===== config.mk =====
export PLATFORM = sky130hd
export DESIGN_NAME = dispctl_csr
export DESIGN_NICKNAME = d
export VERILOG_FILES = /design/src/rtl/dispctl_pkg.sv /design/src/rtl/dispctl_evt_latch.sv /design/src/rtl/dispctl_fifo_stat.sv /design/src/rtl/dispctl_field_trk.sv /design/src/rtl/dispctl_csr.sv
export SDC_FILE = /design/constraint.sdc
export NUM_CORES = 1
export LEC_CHECK = 0
export ABC_AREA = 1
export BUFFER_PORTS_ARGS = -buffer_cell sky130_fd_sc_hd__buf_4
export CELL_PAD_IN_SITES_DETAIL_PLACEMENT = 2
export CELL_PAD_IN_SITES_GLOBAL_PLACEMENT = 2
export CORE_ASPECT_RATIO = 2
export CORE_MARGIN = 4
export CORE_UTILIZATION = 18
export DETAILED_ROUTE_END_ITERATION = 10
export PLACE_DENSITY = 0.91
export SLEW_MARGIN = 40
export SYNTH_ARGS = -nofsm -noshare
export SYNTH_HDL_FRONTEND = slang
export SYNTH_SLANG_ARGS = --single-unit

===== constraint.sdc =====
create_clock -name clk -period 1.2 [get_ports clk]
set_input_delay 0.36 -clock clk [delete_from_list [all_inputs] [get_ports clk]]
set_output_delay 0.36 -clock clk [all_outputs]
set_load 0.005 [all_outputs]

===== src/rtl/dispctl_pkg.sv =====
package dispctl_pkg;
  localparam int EVT_N     = 5;
  localparam int VSYNC_IDX = 3;
  localparam int FLUSH_BIT = 8;
  localparam int SRST_BIT  = 9;
  localparam int MSK_LO    = 8;

  typedef enum logic [1:0] {
    FIFO_MID   = 2'b00,
    FIFO_EMPTY = 2'b01,
    FIFO_AFULL = 2'b10
  } fifo_code_e;
endpackage


===== src/rtl/dispctl_evt_latch.sv =====
module dispctl_evt_latch #(
  parameter int N = 5
) (
  input  logic         clk,
  input  logic         rst_n,
  input  logic [N-1:0] set_i,
  input  logic [N-1:0] clr_i,
  output logic [N-1:0] pend_o
);
  logic [N-1:0] pend_d;

  for (genvar g = 0; g < N; g++) begin : g_bit
    // a set in the same cycle as a clear leaves the flag set
    always_comb pend_d[g] = set_i[g] | (pend_o[g] & ~clr_i[g]);

    always_ff @(posedge clk or negedge rst_n) begin
      if (!rst_n) pend_o[g] <= 1'b0;
      else        pend_o[g] <= pend_d[g];
    end
  end
endmodule


===== src/rtl/dispctl_fifo_stat.sv =====
module dispctl_fifo_stat
  import dispctl_pkg::*;
#(
  parameter int LVL_W    = 6,
  parameter int AFULL_TH = 56
) (
  input  logic [LVL_W-1:0] level_i,
  output fifo_code_e       code_o
);
  localparam logic [LVL_W-1:0] TH = LVL_W'(AFULL_TH);

  always_comb begin
    if (level_i == '0)      code_o = FIFO_EMPTY;
    else if (level_i >= TH) code_o = FIFO_AFULL;
    else                    code_o = FIFO_MID;
  end
endmodule


===== src/rtl/dispctl_field_trk.sv =====
module dispctl_field_trk (
  input  logic clk,
  input  logic rst_n,
  input  logic vs_i,
  input  logic nfield_i,
  output logic field_o,
  output logic nfield_o
);
  logic field_d, nfield_d;

  always_comb begin
    field_d  = vs_i ? ~field_o : field_o;
    nfield_d = vs_i ? nfield_i : nfield_o;
  end

  always_ff @(posedge clk or negedge rst_n) begin
    if (!rst_n) begin
      field_o  <= 1'b0;
      nfield_o <= 1'b0;
    end else if (vs_i) begin
      field_o  <= field_d;
      nfield_o <= nfield_d;
    end
  end
endmodule


===== src/rtl/dispctl_csr.sv =====
module dispctl_csr
  import dispctl_pkg::*;
#(
  parameter int          ADDR_W    = 4,
  parameter int          CSR_ADDR  = 0,
  parameter int          MASK_ADDR = 1,
  parameter int          LVL_W     = 6,
  parameter int          AFULL_TH  = 56,
  parameter logic [7:0]  REV_VAL   = 8'h1B,
  parameter logic [7:0]  ID_VAL    = 8'h55
) (
  input  logic              clk,
  input  logic              rst_n,
  input  logic              bus_wr,
  input  logic              bus_rd,
  input  logic [ADDR_W-1:0] bus_addr,
  input  logic [63:0]       bus_wdata,
  output logic [63:0]       bus_rdata,
  input  logic [EVT_N-1:0]  ev_pulse,
  input  logic              nfield_in,
  input  logic [LVL_W-1:0]  fifo_level,
  output logic              irq_out,
  output logic              flush_hold,
  output logic              fifo_clr
);
  localparam logic [ADDR_W-1:0] A_CSR = ADDR_W'(CSR_ADDR);
  localparam logic [ADDR_W-1:0] A_MSK = ADDR_W'(MASK_ADDR);

  logic             sel_csr, sel_msk, wr_csr, wr_msk, srst_cmd;
  logic [EVT_N-1:0] clr_vec, pend_q, mask_q, mask_d;
  logic             flush_d, fclr_d, field_q, nfield_q;
  fifo_code_e       fcode;
  logic [63:0]      csr_view, msk_view, rdata_d;
  logic             unused_wbits;

  assign unused_wbits = ^{bus_wdata[63:MSK_LO+EVT_N], bus_wdata[7:EVT_N]};

  always_comb begin
    sel_csr  = (bus_addr == A_CSR);
    sel_msk  = (bus_addr == A_MSK);
    wr_csr   = bus_wr & sel_csr;
    wr_msk   = bus_wr & sel_msk;
    srst_cmd = wr_csr & bus_wdata[SRST_BIT];
    clr_vec  = wr_csr ? bus_wdata[EVT_N-1:0] : '0;
  end

  dispctl_evt_latch #(.N(EVT_N)) u_evt (
    .clk(clk), .rst_n(rst_n), .set_i(ev_pulse), .clr_i(clr_vec), .pend_o(pend_q)
  );

  dispctl_fifo_stat #(.LVL_W(LVL_W), .AFULL_TH(AFULL_TH)) u_fstat (
    .level_i(fifo_level), .code_o(fcode)
  );

  dispctl_field_trk u_field (
    .clk(clk), .rst_n(rst_n), .vs_i(ev_pulse[VSYNC_IDX]), .nfield_i(nfield_in),
    .field_o(field_q), .nfield_o(nfield_q)
  );

  // next-state for mask, command outputs and read data
  always_comb begin
    if (srst_cmd)    mask_d = '1;
    else if (wr_msk) mask_d = bus_wdata[MSK_LO +: EVT_N];
    else             mask_d = mask_q;

    flush_d = wr_csr ? bus_wdata[FLUSH_BIT] : flush_hold;
    fclr_d  = srst_cmd;

    csr_view = {32'h0, ID_VAL, REV_VAL, fcode, field_q, nfield_q,
                4'h0, 3'h0, pend_q};
    msk_view = {49'h0, 2'b11, mask_q, 8'h0};

    if (sel_csr)      rdata_d = csr_view;
    else if (sel_msk) rdata_d = msk_view;
    else              rdata_d = '0;
  end

  always_ff @(posedge clk or negedge rst_n) begin
    if (!rst_n) begin
      mask_q     <= '1;
      flush_hold <= 1'b0;
      fifo_clr   <= 1'b0;
    end else begin
      if (srst_cmd || wr_msk) mask_q <= mask_d;
      if (wr_csr) flush_hold <= flush_d;
      fifo_clr <= fclr_d;
    end
  end

  always_ff @(posedge clk or negedge rst_n) begin
    if (!rst_n)      bus_rdata <= '0;
    else if (bus_rd) bus_rdata <= rdata_d;
  end

  assign irq_out = |(pend_q & ~mask_q);
endmodule


== After elaboration in Yosys (flattened, before gate mapping) ==
Cells that the tools add are included.

* Logic and storage cells: 47
* Register bits after elaboration: 78
* Output and inout bits: 67

* $lt $le $gt $ge: 1
* Multiplexer cells: 7
* Bitwise logic cells: 21
* Equality and inequality tests: 1
* Reduce and logical (&&, ||, !) cells: 6

{| class="wikitable"
|+ Operator list
! cell !! number
|-
| $mux 31 || 1
|-
| $mux 15 || 1
|-
| $mux 5 || 3
|-
| $and 1x1->1 || 8
|-
| $ge 6x6->1 const B || 1
|-
| $logic_not 6->1 || 1
|-
| $not 1->1 || 6
|-
| $and 5x5->5 || 1
|-
| $not 5->5 || 1
|-
| $or 1x1->1 || 5
|-
| $reduce_or 5->1 || 1
|-
| $eq 4x1->1 const B || 1
|-
| $logic_not 4->1 || 1
|-
| $mux 2 || 2
|-
| $reduce_and 2->1 || 1
|-
| $reduce_bool 2->1 || 1
|-
| $logic_or 1x1->1 || 1
|}

== Longest topological paths before layout ==
Gate-level depths: netlist of run 1.

* Depth after elaboration: 6
* Depth in mapped cells: 6
* Gate-level depth less buffers: 6

== Cells and area by module ==
From an unflattened synthesis of run 1, not the netlist that was laid out.

* Cells, all modules: 208
* Area total of the unflattened synthesis: 1,702.9 µm²

{| class="wikitable"
|+ By module, submodules not included
! module !! area an instance (µm²) !! instances !! cells an instance
|-
| dispctl_csr || 1,393.8 || 1 || 167
|-
| dispctl_evt_latch || 200.2 || 1 || 25
|-
| dispctl_field_trk || 80.1 || 1 || 10
|-
| dispctl_fifo_stat || 28.8 || 1 || 6
|}

== Least setup slack after synthesis of run 1 ==
OpenSTA, ideal clock, no wires.

* Path kind: reg-to-output
* From: reg mask_q[0]
* To: out irq_out
* Arrival time: 0.774 ns
* Buffers on the path: 0
* Path slack: 0.066 ns
* Stages on the path, launching flop included: 6
* Path through: dfstp_2 > inv_1 > nand2_1 > o21ai_0 > inv_1 > nand4_1

* Word-level cells in the longest chain between the ends: 3

{| class="wikitable"
|+ Ends and longest elaborated chain
! what !! line !! text
|-
| from (decl) || dispctl_csr.sv:30 || <nowiki>logic [EVT_N-1:0] clr_vec, pend_q, mask_q, mask_d;</nowiki>
|-
| from (signal assigned) || dispctl_csr.sv:84 || <nowiki>if (srst_cmd || wr_msk) mask_q <= mask_d;</nowiki>
|-
| $not 5->5 || dispctl_csr.sv:95 || <nowiki>assign irq_out = |(pend_q & ~mask_q);</nowiki>
|-
| $and 5x5->5 || dispctl_csr.sv:95 ||
|-
| $reduce_or 5->1 || dispctl_csr.sv:95 ||
|-
| to (decl) || dispctl_csr.sv:22 || <nowiki>output logic irq_out,</nowiki>
|}

Every way passes these cells.

== Worst setup path after layout of run 1 ==
Same ends and word-level chain as after synthesis.

==> reports/qor.yml, run 1 <==
outcome: "finished, violations left"
violations: "negative hold slack, negative setup slack"
htreeDepth: 1
layout.cells.most_common: "nand2_1"
drcViolationCount: 0
whs_ps: -1.31
fin_crit_ps: 1610
drtIter0Drc: 46
dp_slack_ps: -136
fin_util_pct: 24.4
drt-met1-wl_mm: 1.52
crit_arrival_ps: 1250
netlist_area_sq_um: 1640
path_clk_slew_ps: 70
gr-total-overflow: 0
antenna_cells: 0
core-area_sq_um: 8950
grtUsageTotal_pct: 9.78
start_util_pct: 18.3
setup_ws_ps: -406
rows: 49
final_cell_mix: "55 x nand2_1, 54 x buf_4, 43 x conb_1"
yosysSeqAreaShare_pct: 43.2
die_y_microns: 143
syn_inst: 194
clk_latency_ps: 270
yosys_warnings: 0
ys_types: 18
crit_path_end_kind: "output port"
ioPinCount: 151
grt_pass1_vias: 1602
start_kind: "register"
wl_mm: 5.24
wire_per_inst_microns: 14.7
area_growth_pct: 33.7
final_area_sq_um: 2190
wl_met3_microns: 440
met2_wirelength_mm: 3.10
dp_hpwl_mm: 4.13
highest_layer: "met4"
p_leak_nw: 1.21
grt_pass1_wl_mm: 7.79
grt_start_max_net_pins: 29
io_buffers: 53
synth-seq-cells: 28
placed_cell_area_sq_um: 2020
post_drt_via_cell_ratio: 3.89
power_density_nw_per_um2: 1130
syn_area_per_cell_sq_um: 8.44
cts_tree: "done"
crit_required_ps: 840
setup_viol: 9
ir_worst_vdd_uv: 464
cap_violations: 0
gp_congestion: 0.723
criticalPathCategory: "reg2out"
cts-buffers-inserted: 3
clk_path_buf_depth: 2
cp_max_fo: 2
final_antenna_net_count: 0
hold_violations: 3
die_area_sq_um: 10800
antenna_found_initial: 0
final_nets: 339
clock-sinks: 28
regToRegSetupSlack_ps: 190
final_max_slew_viol_count: 0
hold_path.class: "in2async"
routed-via-count: 1384
rsz0062_at_grt: "true"
die_w_microns: 75.4
cts-hold-fix-buffers: 0
drt_pass1_iterations: 4
max_freq_ghz: 0.623
finalClockSkew_ps: 1.70
drive_gt1_share_pct: 33.9
cts_root_buf: "clkbuf_16"
fin_crit_sh_pct: 134
per-stage QoR:
| step | hold slack [ps] | std cells | power [W] | setup TNS (ps) |
|---|---|---|---|---|
| 3_3_place_gp | 294 | 347 | 0.00157 | -306 |
| 2_1_floorplan | 64.4 | 236 | 0.00142 | 0 |
| 4_1_cts | 12.3 | 355 | 0.00247 | -1240 |
| 5_1_grt | 29.6 | 356 | 0.00261 | -1640 |
| 6_report | -1.31 | 356 | 0.00248 | -1310 |
| 3_5_place_dp | 305 | 347 | 0.00160 | -688 |
path summary, 6_finish.rpt:
path,cells past startpoint,end,from
hold / removal,1,bus_rdata[9]$_DFFE_PN0P_,rst_n
max in group asynchronous,1,mask_q[2]$_DFFE_PN1P_,rst_n
setup / recovery,6,irq_out,mask_q[0]$_DFFE_PN1P_
hold reg to reg,2,bus_rdata[1]$_DFFE_PN0P_,bus_rdata[1]$_DFFE_PN0P_
min in group clk,3,u_evt.pend_o[0]$_DFF_PN0_,ev_pulse[0]
setup reg to reg,3,bus_rdata[12]$_DFFE_PN0P_,mask_q[4]$_DFFE_PN1P_
final cells by class:
class                   instances  area (sq um)
flip-flops and latches         28           708
inverters                      16          60.1
well taps                     102           128
clock buffers                   4          88.8
repair buffers                 67           569
fillers                      1056          6760
multi-input cells             139           634
sequential cells by signal (all words and copies together), names as in the netlist:
name,flops
bus_rdata,14
fifo_clr,1
flush_hold,1
mask_q,5
u_evt.pend_o,5
u_field.field_o,1
u_field.nfield_o,1
per-layer routing:
metal / track usage [%] / vias up
met5: 0 / -
met2: 20.0 / 83
li1: - / 638
met3: 1.48 / 11
met1: 8.19 / 652
met4: 5.16 / 0
Yosys cell counts:
master / instances / area share (%)
dfstp_2: 5 / 8.0
nand4_1: 12 / 4.6
xor2_1: 1 / 0.54
nand3_2: 2 / 1.2
dfrtp_1: 23 / 35
conb_1: 1 / 0.23
inv_1: 16 / 3.7
o21ai_1: 4 / 1.2
buf_2: 2 / 0.61
nor2_1: 3 / 0.69
nand2_2: 1 / 0.38
nor2_8: 1 / 1.2
o21ai_0: 4 / 1.2
or2_2: 1 / 0.38
nor2_4: 3 / 2.1
nand3_1: 9 / 2.8
nand2_1: 55 / 13
buf_4: 51 / 23
report_power, final:
group	switching (W)	total, W	internal, W
combinational	0.000256	0.000494	0.000239
sequential	0.0000660	0.00113	0.00106
clock	0.000341	0.000853	0.000512
cell families after synthesis:
family                 Yosys count  share of synthesized area (%)
buffers and inverters           69                           27.7
XOR/XNOR                         1                          0.535
AO/OA/AOI/OAI                    8                           2.45
flip-flops                      28                           43.2
AND/OR/NAND/NOR                 87                           25.9
other                            1                          0.229
what timing repair did:
action                                  4_1_cts  5_1_grt
setup buffers                                 4        1
cloned                                        0        0
resized for setup                             8        7
endpoints found under the setup margin        9        9
worst max-delay path, cell delays in order, from the launching register on:
cell and delay, ps:
dfstp_2 550, inv_2 50, nand2_1 50, o21ai_1 50
inv_1 50, nand4_1 80, buf_4 150
No activity file was read; power rests on OpenSTA's default activity.
==> run 2: changes to the inputs <==
--- a/config.mk
+++ b/config.mk
@@ -12,6 +12,7 @@
 export CORE_ASPECT_RATIO = 2
 export CORE_MARGIN = 4
 export CORE_UTILIZATION = 18
+export CTS_BUF_LIST = sky130_fd_sc_hd__clkbuf_8
 export DETAILED_ROUTE_END_ITERATION = 10
 export PLACE_DENSITY = 0.91
 export SLEW_MARGIN = 40
==> run 2 against run 1 <==
The run ends with negative setup slack left. Hold slack better by 260 ps. Global-route usage is 0.22 points lower. Non-clock buffer count is 14 higher. Largest cell class is now buffers. Largest power group unchanged. Critical path depth stayed put.
==> reports/qor.yml, run 2 (synthesis gave the netlist of run 1 again) <==
routed-via-count: 1441  # was 1384
clk_latency_ps: 280  # was 270 ps
tns_ps: -1610  # was -1310 ps
clock-sinks: 28  # unchanged
largest_register_ffs: 14  # unchanged
die_w_microns: 75.4  # unchanged
rsz0062_at_grt: "true"  # unchanged
criticalPathCategory: "reg2out"  # unchanged
ioPinCount: 151  # unchanged
crit_path_end_kind: "output port"  # unchanged
cts_root_buf: "clkbuf_8"  # was clkbuf_16
reg_top3: "bus_rdata (14), mask_q (5), u_evt.pend_o (5)"  # unchanged
io_buffers: 53  # unchanged
final_nets: 353  # was 339
drt_pass1_iterations: 4  # unchanged
cp_max_fo: 2  # unchanged
grtUsageTotal_pct: 9.56  # was 9.78%
fin_crit_sh_pct: 139  # was 134%
setup_viol: 10  # was 9
area_growth_pct: 40.7  # was 33.7%
finalClockSkew_ps: 1.15  # was 1.70 ps
hold_violations: 0  # was 3
path_cells: "inv_2, nand2_1, o21ai_1, inv_1, nand4_1, buf_4"  # unchanged
setup_ws_ps: -464  # was -406 ps
slowest_stage: "dfstp_2"  # unchanged
cts-buffers-inserted: 3  # unchanged
drive_gt1_share_pct: 36.9  # was 33.9%
nFillCells: 1040  # was 1056
gr-total-overflow: 0  # unchanged
die_area_sq_um: 10800  # unchanged
core-area_sq_um: 8950  # unchanged
hold_path.class: "in2reg"  # was in2async
die_y_microns: 143  # unchanged
final_max_slew_viol_count: 0  # unchanged
clk_path_buf_depth: 2  # unchanged
cap_violations: 0  # unchanged
dp_hpwl_mm: 4.13  # unchanged
fin_crit_ps: 1660  # was 1610 ps
start_kind: "register"  # unchanged
antenna_cells: 0  # unchanged
cts_tree: "done"  # unchanged
final_cell_mix: "56 x buf_4, 55 x nand2_1, 43 x conb_1"  # was 55 x nand2_1, 54 x buf_4, 43 x conb_1
htreeDepth: 1  # unchanged
gp_congestion: 0.723  # unchanged
drcViolationCount: 0  # unchanged
final_area_sq_um: 2300  # was 2190 sq um
placed_cell_area_sq_um: 2020  # unchanged
wire_per_inst_microns: 15.1  # was 14.7 microns
path_clk_slew_ps: 100  # was 70 ps
p_leak_nw: 1.27  # was 1.21 nW
wl_mm: 5.60  # was 5.24 mm
crit_required_ps: 840  # about the same
outcome: "finished, violations left"  # unchanged
fin_util_pct: 25.7  # was 24.4%
regMostFlops: "bus_rdata"  # unchanged
violations: "negative setup slack"  # was negative hold slack, negative setup slack
post_drt_via_cell_ratio: 3.89  # about the same
grt_start_max_net_pins: 29  # unchanged
grt_pass1_vias: 1595  # was 1602
layout.cells.most_common: "buf_4"  # was nand2_1
crit_arrival_ps: 1300  # was 1250 ps
max_freq_ghz: 0.601  # was 0.623 GHz
drtIter0Drc: 52  # was 46
start_util_pct: 18.3  # unchanged
antenna_found_initial: 0  # unchanged
final_antenna_net_count: 0  # unchanged
power_density_nw_per_um2: 989  # was 1130 nW/um^2
ir_worst_vdd_uv: 366  # was 464 uV
grt_pass1_wl_mm: 7.58  # was 7.79 mm
critPathMaxStageDelay_ps: 560  # was 550 ps
rows: 49  # unchanged
-- run 2: changes by cell type in the layout (fill, tap and decap cells not counted), sizes merged --
cell	previous run	this run
buf	67	80
dlygate4sd3	0	1
-- run 2: power breakdown --
part / switching, W / internal, W / total (W)
Sequential: 0.0000650 / 0.00106 / 0.00113
Clock: 0.000312 / 0.000295 / 0.000607
Combinational: 0.000267 / 0.000275 / 0.000543
Total: 0.000644 / 0.00163 / 0.00228
-- run 2: final timing paths --
kind / start / endpoint / slack, ps / depth (start not counted)
hold / removal: ev_pulse[0] / u_evt.pend_o[0]$_DFF_PN0_ / 260 / 3
max in group asynchronous: rst_n / mask_q[2]$_DFFE_PN1P_ / 350 / 2
hold reg to reg: u_field.field_o$_DFFE_PN0P_ / u_field.field_o$_DFFE_PN0P_ / 490 / 1
setup / recovery: mask_q[0]$_DFFE_PN1P_ / irq_out / -460 / 6
min in group asynchronous: rst_n / fifo_clr$_DFF_PN0_ / 540 / 2
setup reg to reg: mask_q[4]$_DFFE_PN1P_ / bus_rdata[12]$_DFFE_PN0P_ / 180 / 3
-- run 2: what timing repair did --
action	4_1_cts	5_1_grt
hold buffers	1	0
setup endpoints to repair	14	22
endpoints found under the hold margin	23	0
setup buffers	8	10
resized for setup	10	16
-- run 2: worst max-delay path: cells and delay by family (launching register included) --
family / cells / cell delay (ps)
AND/OR/NAND/NOR: 2 / 140
flip-flops: 1 / 560
AO/OA/AOI/OAI: 1 / 50
buffers and inverters: 3 / 260
-- run 2: per-layer routing --
metal	share of wire (%)	track usage (%)	routed length, microns
met1	28	7.98	1570
met2	62	19.3	3470
met3	7.6	1.55	428
met4	2.4	5.44	133
met5	0	0	0
-- run 2: layout make-up --
type                            instances  area, sq um  area share, %
Clock buffer                            4         55.1           2.39
Inverter                               16         60.1           2.61
Multi-Input combinational cell        139          634           27.5
Sequential cell                        28          708           30.7
Tap cell                              102          128           5.54
Timing Repair Buffer                   81          718           31.2
-- run 2: stage by stage --
step | std cells | total power, W | worst slack [ps] | hold slack [ps]
after CTS | 360 | 0.00224 | -456 | 251
after global routing | 370 | 0.00242 | -566 | 254
after detailed placement | 347 | 0.00160 | -136 | 305
after floorplan | 236 | 0.00142 | 65.5 | 64.4
final | 370 | 0.00228 | -464 | 256
after global placement | 347 | 0.00157 | -144 | 294
